<file path="config.mk">
export PLATFORM = sky130hd
export DESIGN_NAME = hdr_route_unit
export DESIGN_NICKNAME = d
export VERILOG_FILES = /design/src/rtl/hdr_route_pkg.sv /design/src/rtl/hdr_route_table.sv /design/src/rtl/hdr_route_pick.sv /design/src/rtl/hdr_route_unit.sv
export SDC_FILE = /design/constraint.sdc
export NUM_CORES = 2
export LEC_CHECK = 0
export BUFFER_PORTS_ARGS = -buffer_cell sky130_fd_sc_hd__buf_4
export CORE_MARGIN = 2
export CORE_UTILIZATION = 32
export CTS_BUF_LIST = sky130_fd_sc_hd__clkbuf_16
export CTS_CLUSTER_SIZE = 8
export DETAILED_ROUTE_END_ITERATION = 10
export PLACE_DENSITY_LB_ADDON = 0.12
export SKIP_LAST_GASP = 1
export SLEW_MARGIN = 20
export SYNTH_ARGS = -nofsm -noshare
export SYNTH_HDL_FRONTEND = slang
export SYNTH_SLANG_ARGS = --single-unit
</file>
<file path="constraint.sdc">
create_clock -name clk -period 6.8 [get_ports clk]
set_input_delay 0.34 -clock clk [delete_from_list [all_inputs] [get_ports clk]]
set_output_delay 0.34 -clock clk [all_outputs]
set_load 0.02 [all_outputs]
</file>
<file path="src/rtl/hdr_route_pkg.sv">
package hdr_route_pkg;
   // controller state: accepting, retrying a stalled group, presenting
   typedef enum logic [1:0] {
      ST_IDLE = 2'd0,
      ST_WAIT = 2'd1,
      ST_HOLD = 2'd2
   } rt_state_e;

   // outcome of one resolution attempt
   typedef enum logic [1:0] {
      RES_ROUTE = 2'd0,
      RES_DROP  = 2'd1,
      RES_STALL = 2'd2
   } rt_res_e;
endpackage

</file>
<file path="src/rtl/hdr_route_table.sv">
module hdr_route_table #(
   parameter int NPORTS  = 4,
   parameter int LA_BASE = 32,
   parameter int HDR_W   = 8
) (
   input  logic              clk,
   input  logic              rst_n,
   input  logic              wr_en,
   input  logic [HDR_W-1:0]  wr_addr,
   input  logic              wr_valid,
   input  logic [NPORTS-1:0] wr_ports,
   input  logic              wr_strip,
   input  logic [HDR_W-1:0]  rd_addr,
   output logic              rd_hit,
   output logic [NPORTS-1:0] rd_ports,
   output logic              rd_strip
);
   localparam int TOP_A = (1 << HDR_W) - 1;

   logic [TOP_A:LA_BASE] ent_vld;
   logic [TOP_A:LA_BASE] ent_strip;
   logic [NPORTS-1:0]    ent_ports [LA_BASE:TOP_A];

   logic wr_hit;
   assign wr_hit = wr_en && (wr_addr >= HDR_W'(LA_BASE));

   always_ff @(posedge clk or negedge rst_n) begin
      if (!rst_n) ent_vld <= '0;
      else if (wr_hit) ent_vld[wr_addr] <= wr_valid;
   end

   always_ff @(posedge clk) begin
      if (wr_hit) begin
         ent_ports[wr_addr] <= wr_ports;
         ent_strip[wr_addr] <= wr_strip;
      end
   end

   always_comb begin
      rd_hit   = 1'b0;
      rd_ports = '0;
      rd_strip = 1'b0;
      if (rd_addr >= HDR_W'(LA_BASE)) begin
         rd_hit   = ent_vld[rd_addr];
         rd_ports = ent_ports[rd_addr];
         rd_strip = ent_strip[rd_addr];
      end
   end
endmodule

</file>
<file path="src/rtl/hdr_route_pick.sv">
module hdr_route_pick #(
   parameter int NPORTS = 4,
   parameter int PW     = 2
) (
   input  logic [NPORTS-1:0] cand,
   input  logic [NPORTS-1:0] link,
   input  logic [NPORTS-1:0] busy,
   output logic              any_conn,
   output logic              found,
   output logic [PW-1:0]     idx
);
   logic [NPORTS-1:0] free_v;
   logic [NPORTS-1:0] below_v;
   logic [NPORTS-1:0] first_v;

   assign free_v   = cand & link & ~busy;
   assign any_conn = |(cand & link);
   assign found    = |free_v;

   assign below_v[0] = 1'b0;
   genvar g;
   generate
      for (g = 1; g < NPORTS; g++) begin : g_chain
         assign below_v[g] = below_v[g-1] | free_v[g-1];
      end
      for (g = 0; g < NPORTS; g++) begin : g_first
         assign first_v[g] = free_v[g] & ~below_v[g];
      end
   endgenerate

   always_comb begin
      idx = '0;
      for (int i = 0; i < NPORTS; i++)
         if (first_v[i]) idx = idx | PW'(i);
   end
endmodule

</file>
<file path="src/rtl/hdr_route_unit.sv">
module hdr_route_unit #(
   parameter int NPORTS  = 4,
   parameter int LA_BASE = 32,
   parameter int HDR_W   = 8,
   localparam int PW     = (NPORTS > 1) ? $clog2(NPORTS) : 1
) (
   input  logic              clk,
   input  logic              rst_n,
   input  logic              hdr_valid,
   input  logic [HDR_W-1:0]  hdr_byte,
   input  logic [NPORTS-1:0] link_up,
   input  logic [NPORTS-1:0] port_busy,
   input  logic              tbl_wr_en,
   input  logic [HDR_W-1:0]  tbl_wr_addr,
   input  logic              tbl_wr_valid,
   input  logic [NPORTS-1:0] tbl_wr_ports,
   input  logic              tbl_wr_strip,
   input  logic              dec_ack,
   output logic              dec_valid,
   output logic [PW-1:0]     dec_port,
   output logic              dec_strip,
   output logic              dec_discard
);
   import hdr_route_pkg::*;

   generate
      if (NPORTS < 2 || NPORTS > 32) begin : g_bad_ports
         $error("hdr_route_unit: NPORTS must lie in 2..32");
      end
      if (LA_BASE < NPORTS || LA_BASE >= (1 << HDR_W)) begin : g_bad_base
         $error("hdr_route_unit: LA_BASE out of range");
      end
   endgenerate

   rt_state_e         state;
   logic [HDR_W-1:0]  held_hdr;
   logic [HDR_W-1:0]  cur_hdr;
   logic              tbl_hit;
   logic [NPORTS-1:0] tbl_ports;
   logic              tbl_strip;
   logic              pick_conn;
   logic              pick_found;
   logic [PW-1:0]     pick_idx;
   rt_res_e           res;
   logic [PW-1:0]     res_port;
   logic              res_strip;
   logic              eval_now;

   // fresh header while idle, held header while retrying
   assign cur_hdr  = (state == ST_IDLE) ? hdr_byte : held_hdr;
   assign eval_now = ((state == ST_IDLE) && hdr_valid) || (state == ST_WAIT);

   hdr_route_table #(.NPORTS(NPORTS), .LA_BASE(LA_BASE), .HDR_W(HDR_W)) tbl_i (
      .clk      (clk),
      .rst_n    (rst_n),
      .wr_en    (tbl_wr_en),
      .wr_addr  (tbl_wr_addr),
      .wr_valid (tbl_wr_valid),
      .wr_ports (tbl_wr_ports),
      .wr_strip (tbl_wr_strip),
      .rd_addr  (cur_hdr),
      .rd_hit   (tbl_hit),
      .rd_ports (tbl_ports),
      .rd_strip (tbl_strip)
   );

   hdr_route_pick #(.NPORTS(NPORTS), .PW(PW)) pick_i (
      .cand     (tbl_ports),
      .link     (link_up),
      .busy     (port_busy),
      .any_conn (pick_conn),
      .found    (pick_found),
      .idx      (pick_idx)
   );

   always_comb begin
      res       = RES_DROP;
      res_port  = '0;
      res_strip = 1'b0;
      if (cur_hdr < HDR_W'(LA_BASE)) begin
         if (cur_hdr < HDR_W'(NPORTS)) begin
            res       = RES_ROUTE;
            res_port  = cur_hdr[PW-1:0];
            res_strip = 1'b1;
         end
      end else if (tbl_hit && pick_conn) begin
         if (pick_found) begin
            res       = RES_ROUTE;
            res_port  = pick_idx;
            res_strip = tbl_strip;
         end else begin
            res = RES_STALL;
         end
      end
   end

   always_ff @(posedge clk or negedge rst_n) begin
      if (!rst_n) begin
         state       <= ST_IDLE;
         held_hdr    <= '0;
         dec_valid   <= 1'b0;
         dec_port    <= '0;
         dec_strip   <= 1'b0;
         dec_discard <= 1'b0;
      end else begin
         if ((state == ST_IDLE) && hdr_valid) held_hdr <= hdr_byte;
         if (eval_now) begin
            if (res == RES_STALL) begin
               state <= ST_WAIT;
            end else begin
               state       <= ST_HOLD;
               dec_valid   <= 1'b1;
               dec_port    <= res_port;
               dec_strip   <= res_strip;
               dec_discard <= (res == RES_DROP);
            end
         end else if ((state == ST_HOLD) && dec_ack) begin
            state       <= ST_IDLE;
            dec_valid   <= 1'b0;
            dec_port    <= '0;
            dec_strip   <= 1'b0;
            dec_discard <= 1'b0;
         end
      end
   end
endmodule

</file>
# ---- Word-level counts from Yosys, hierarchy flattened
# Memories as Yosys holds them, arrays and structs flattened.
# Cells that the tools add are included.
dict set report word_totals {
  rom_bits 0
  latch_bits 0
  ramBits 896
  register_bits 463
  wordCells 84
  mem_count 1
}
# memory words word_bits rd rd_ports_with_merged_regs wr line
set memory_table {}
lappend memory_table {tbl_i.ent_ports 224 4 1 0 1 hdr_route_table.sv:22} ;# logic [NPORTS-1:0] ent_ports [LA_BASE:TOP_A];
dict set report classes {
  bitwise_logic 11
  magnitude_cmp 7
  multipliers 0
  n_mux 41
  n_eq_ne 5
  div_mod_pow 0
  shift 0
  addsub 0
  n_reduce_logical 11
}
# cell n
set op_table {}
lappend op_table {{$bwmux W224} 2}
lappend op_table {{$mux W2} 14}
lappend op_table {{$mux W1} 20}
lappend op_table {{$lt A8 B9 Y1 const B} 2}
lappend op_table {{$bmux W1 S8} 2}
lappend op_table {{$ge A8 B6 Y1 const B} 2}
lappend op_table {{$and A4 B4 Y4} 2}
lappend op_table {{$demux W1 S8} 1}
lappend op_table {{$ge A8 B1 Y1 const B} 1}
lappend op_table {{$lt A8 B3 Y1 const B} 1}
lappend op_table {{$lt A8 B6 Y1 const B} 1}
lappend op_table {{$mux W8} 1}
lappend op_table {{$reduce_or A4 Y1} 2}
lappend op_table {{$logic_and A1 B1 Y1} 5}
lappend op_table {{$eq A2 B1 Y1 const B} 2}
lappend op_table {{$eq A2 B2 Y1 const B} 2}
lappend op_table {{$mux W4} 1}
lappend op_table {{$not A4 Y4} 1}
lappend op_table {{$and A1 B1 Y1} 3}
lappend op_table {{$not A1 Y1} 3}
lappend op_table {{$logic_not A2 Y1} 1}
lappend op_table {{$ne A2 B2 Y1 const B} 1}
lappend op_table {{$or A1 B1 Y1} 2}
lappend op_table {{$reduce_and A2 Y1} 1}
lappend op_table {{2 further kinds} 2}

# ---- Longest topological paths before layout
dict set report depth {
  depth_word 16
  mapped_depth 19
}

# ---- Cells and area by module
# A second synthesis with hierarchy kept.
dict set report unflattened {
  hier_cells 2900
  area_unflattened_um2 55500.7
}
# module seq_area_each_um2 n_inst area_each_um2 cells_each
set by_module_without_submodules {}
lappend by_module_without_submodules {hdr_route_table 39237.6 1 54633.6 2819}
lappend by_module_without_submodules {hdr_route_unit 375.4 1 787.0 67}
lappend by_module_without_submodules {hdr_route_pick 0.0 1 80.1 14}

# ---- Worst setup path after synthesis
# No wires, ideal clock.
dict set report synth_path {
  path_kind {register to register}
  from {register state[0]}
  to {register dec_discard}
  period_less_slack_ns 3.457
  arrival_time_ns 3.378
  setup_slack_ns 3.343
  stages_incl_launch_ff 15
  required_ns 6.721
  path_buffers 4
  cell_sequence {dfrtp_1 > buf_6 > or3b_1 > buf_2 > nand2_4 > buf_6 > buf_2 > mux4_2 > o221ai_1 > o22ai_1 > a2111o_1 > o22ai_1 > and2b_4 > a311oi_4 > mux2i_1}
}
dict set report synth_via {
  elab_chain_cells 13
  word_cells_on_any_way 31
  cone_classes {3 x order compare; 5 x eq/ne; 11 x mux; 2 x bitwise; 9 x reduce/logical; 1 x memory}
}
# item line
set synth_lines {}
lappend synth_lines {{from (decl)} hdr_route_unit.sv:35} ;# rt_state_e state;
lappend synth_lines {{from (signal assigned)} hdr_route_unit.sv:99} ;# state <= ST_IDLE;
lappend synth_lines {{from (signal assigned)} hdr_route_unit.sv:109} ;# state <= ST_WAIT;
lappend synth_lines {{from (signal assigned)} hdr_route_unit.sv:111} ;# state <= ST_HOLD;
lappend synth_lines {{$logic_not A2 Y1} {hdr_route_unit.sv:50, hdr_route_unit.sv:51}}
lappend synth_lines {{$mux W8} hdr_route_unit.sv:50} ;# assign cur_hdr = (state == ST_IDLE) ? hdr_byte : held_hdr;
lappend synth_lines {{$mem_v2 Z224 W4 / $ge A8 B6 Y1 (equally long branches)} -}
lappend synth_lines {{$mux W4} hdr_route_table.sv:43} ;# if (rd_addr >= HDR_W'(LA_BASE)) begin
lappend synth_lines {{$and A4 B4 Y4} {hdr_route_pick.sv:16, hdr_route_pick.sv:17}}
lappend synth_lines {{$and A4 B4 Y4} hdr_route_pick.sv:16} ;# assign free_v = cand & link & ~busy;
lappend synth_lines {{$reduce_or A4 Y1} hdr_route_pick.sv:18} ;# assign found = |free_v;
lappend synth_lines {{$mux W2} hdr_route_unit.sv:87} ;# if (pick_found) begin
lappend synth_lines {{$mux W2} hdr_route_unit.sv:86} ;# end else if (tbl_hit && pick_conn) begin
lappend synth_lines {{$mux W2} hdr_route_unit.sv:80} ;# if (cur_hdr < HDR_W'(LA_BASE)) begin
lappend synth_lines {{$eq A2 B2 Y1 / $eq A2 B1 Y1 (equally long branches)} {hdr_route_unit.sv:108, hdr_route_unit.sv:115}}
lappend synth_lines {{$ne A2 B2 Y1 (no source line) / $mux W1 (equally long branches)} -}
lappend synth_lines {{$reduce_and A2 Y1 (no source line) / $mux W1 (equally long branches)} -}
lappend synth_lines {{to (signal assigned)} hdr_route_unit.sv:115} ;# dec_discard <= (res == RES_DROP);
lappend synth_lines {{to (decl)} hdr_route_unit.sv:22} ;# output logic dec_discard
# Several ways; a longest one is shown, not always the timed one. The select of a mux whose other input is x is not followed.
# A chain may end at the register's enable or synchronous reset.

# ---- Worst setup path in the final report
dict set report layout_path {
  from {register state[1]}
  to {register dec_discard}
}
# The elaborated chain is that of the path after synthesis.

==> results.json <==
{
  "period_needed_ns": 6.055,
  "post_drt_via_cell_ratio": 5.434,
  "layout_setup_ws_ns": 0.7448,
  "synthArstFlopShare_pct": 17.59,
  "first_global_vias": 34979,
  "max-vdd-ir-drop_mv": 0.3892,
  "dp_slack_ns": 1.020,
  "die_y_um": 425.2,
  "path_class": "reg2reg",
  "path_clk_slew_ns": 0.05,
  "syn_avg_cell_area_um2": 14.59,
  "hp-class": "in2async",
  "synth_cells": 3891,
  "num_io_pins": 40,
  "seqPwrFrac_pct": 31.8,
  "p_per_area_mw_per_mm2": 447.2,
  "cts_made_buffers": 188,
  "power_frac_comb_pct": 38.2,
  "instances_no_fill": 6477,
  "drive_above_1_share_pct": 17.06,
  "pwr-share-clk_pct": 30.0,
  "drtPass1Iterations": 5,
  "synth_seq_area_share_pct": 69.78,
  "crit_path_end_kind": "flip-flop",
  "die_area_mm2": 0.1808,
  "place.port_buffers": 39,
  "setup_viol": 0,
  "worst_slew_pin_slew_ns": 1.093,
  "cts-resized-gates": 0,
  "outcome": "finished clean",
  "drt_iter0_markers": 3399,
  "cts_buffer_depth": 3,
  "hold_viol": 0,
  "synth_warnings": 0,
  "rrSetupSlack_ns": 0.74,
  "synth_cell_types": 92,
  "slew_headroom_pct": 26.17,
  "fill_cells": 16819,
  "gp_congestion": 0.8459,
  "worst_clock_skew_ns": 0.04493,
  "die_width_um": 425.2,
  "slew_viol_final": 0,
  "grt_usage_pct": 22.06,
  "power.switching_uw": 11800,
  "hold_buffers": 10,
  "yosys.area.top_type": "edfxtp_1",
  "min_period_over_period_pct": 89.05,
  "p_leak_uw": 0.02340,
  "p_total_uw": 29320,
  "area_delta_synth_final_pct": 15.49,
  "p_int_uw": 17510,
  "initial_utilization_pct": 32.23,
  "timing.fmax_ghz": 0.1651,
  "rr_worst_depth": 12,
  "reg2reg_from": "state[1]",
  "clkSinkCount": 1359,
  "antenna_found_initial": 7,
  "finalSetupTns_ns": 0,
  "core_area_mm2": 0.1761,
  "dp_hpwl_um": 124700,
  "cts_root_buf": "clkbuf_16",
  "grt_setup_unrepaired": "false",
  "grt-ovfl-total": 0,
  "post_cts_buffers": 0,
  "syn-num-nets": 3926,
  "cp_max_fo": 35,
  "nets": 4003,
  "worstSkewPairLatency_ns": 0.84,
  "yosysTopAreaCellShare_pct": 59.25,
  "cap_violations": 0,
  "cts-htree-levels": 4,
  "wl_um": 200800,
  "fp-row-count": 154,
  "grt_pass1_wl_um": 282900,
  "grt_max_degree": 163,
  "fin_util_pct": 37.23,
  "r2r-end": "dec_discard",
  "avgRoutedWirePerCell_um": 31.01,
  "switching_share_pct": 40.26,
  "synth_area_leaders": "edfxtp_1 (59%), dfrtp_1 (11%), mux2_2 (4.8%)",
  "ant_nets": 0,
  "cp-start-kind": "flip-flop",
  "crit_required_ns": 7.56,
  "synth_area_mm2": 0.05676,
  "arrival_ns": 6.81,
  "tritoncts": "done",
  "yosys_most_used_dff": "edfxtp_1",
  "drc": 0,
  "vias": 35197,
  "ys_ff_latch": 1359,
  "synth-edff-count": 1120,
  "dp_cells": 6108
}
## power groups by stage
stage / sequential (uW) / clock, uW / combinational [uW]
final: 9310 / 8810 / 11200
after global routing: 9320 / 9300 / 11700
after CTS: 9310 / 8970 / 11300
after detailed placement: 9470 / 0 / 11200
after global placement: 9470 / 0 / 11300
after floorplan: 9370 / 0 / 6480
## cells in the final DEF (no fill, tap or decap), types with 7 or more instances in the layout
master            n
edfxtp_1       1120
nand2_1         513
nor2_1          257
mux2i_1         256
mux2_2          240
dfrtp_1         239
clkbuf_16       188
inv_1           161
nand3_1         144
buf_4           136
and3_1           93
a211oi_1         81
o22ai_1          75
a31oi_1          59
a21oi_1          58
a221oi_1         50
mux4_2           48
o21ai_0          45
a311oi_1         38
buf_12           20
o221ai_1         19
nor4_1           18
nand4_1          17
a2111oi_0        15
nor3_1           12
o2111ai_1        12
o21ai_1          11
o21a_1           10
dlygate4sd3_1    10
clkinv_16         9
o32ai_1           8
o32a_1            8
nor2b_1           7
a22oi_1           7
## synth_stat cells, drive strengths merged (7+ instances only)
| cell | count |
|---|---|
| nand4 | 18 |
| nor2 | 262 |
| mux2i | 259 |
| a211oi | 81 |
| o32ai | 8 |
| o21ai | 60 |
| and3 | 94 |
| mux4 | 48 |
| nor2b | 8 |
| nor3 | 13 |
| inv | 11 |
| o221ai | 19 |
| clkbuf | 137 |
| nand3 | 146 |
| mux2 | 240 |
| a31oi | 62 |
| a22oi | 7 |
| a311oi | 39 |
| dfrtp | 239 |
| buf | 149 |
| nor3b | 7 |
| nand2 | 517 |
| o21a | 11 |
| o32a | 8 |
| o22ai | 76 |
| nor4 | 18 |
| o2111ai | 12 |
| a221oi | 50 |
| a21oi | 59 |
| edfxtp | 1120 |
| a2111oi | 16 |
## critical path: stages, from the launching register on
cell and delay (ns):
dfrtp_1 0.98, or3b_4 0.73, nand2_8 0.37, nand2_2 0.63
buf_4 0.45, a21oi_1 0.07, o41ai_1 0.95, o221ai_1 0.34
a211o_1 0.39, nand4_1 0.14, nand4_2 0.19, a311oi_4 0.46
mux2i_1 0.24
## worst max-delay path by stage
stage | startpoint | to | slack, ns | cells after the start
2_1_floorplan | state[0] | dec_discard | 3.34 | 14
3_3_place_gp | state[1] | dec_strip | 1.14 | 12
3_5_place_dp | state[1] | dec_strip | 1.02 | 12
4_1_cts | state[1] | dec_discard | 1.0 | 12
5_1_grt | state[1] | dec_strip | 0.74 | 12
6_report | state[1] | dec_discard | 0.74 | 12
## sequential cells by signal, summed over array words and instances, names as in the netlist
name             flops
tbl_i.ent_ports    896
tbl_i.ent_strip    224
tbl_i.ent_vld      224
held_hdr             8
dec_port             2
state                2
dec_discard          1
dec_strip            1
dec_valid            1
## routing by layer
metal  track usage (%)  vias to the layer above  wire length, um
met4             7.128                        4             6168
met2             35.31                     1116            94850
li1                  -                    15195                -
met5                 0                        -               34
met1             30.69                    18607            89400
met3             3.387                      275            10370
## layout make-up
| class | count | area [um^2] | area share [%] |
|---|---|---|---|
| Tap cell | 2340 | 2928 | 4.466 |
| Clock buffer | 188 | 4705 | 7.176 |
| Clock inverter | 167 | 930.9 | 1.420 |
| Antenna cell | 4 | 10.01 | 0.01527 |
| Sequential cell | 1359 | 39610 | 60.42 |
| Inverter | 11 | 41.29 | 0.06298 |
| Timing Repair Buffer | 173 | 1617 | 2.466 |
| Multi-Input combinational cell | 2235 | 15720 | 23.97 |
## kinds of logic (layout without fill, tap and decap cells)
| logic type | Yosys count | after routing | synth area share [%] |
|---|---|---|---|
| simple gates | 1102 | 1102 | 8.521 |
| other cells | 0 | 4 | 0 |
| compound gates | 586 | 586 | 7.635 |
| buf+inv | 297 | 539 | 2.826 |
| flops | 1359 | 1359 | 69.78 |
| mux | 547 | 547 | 11.23 |
## stage by stage
step / instance area (um^2) / hold slack (ns)
2_1_floorplan: 56760 / 0.04441
3_3_place_gp: 59800 / 0.3377
4_1_cts: 65540 / 0.02275
5_1_grt: 65550 / 0.05744
6_report: 65560 / 0.04047
3_5_place_dp: 59810 / 0.3416
No activity file was read; power rests on OpenSTA's default activity.
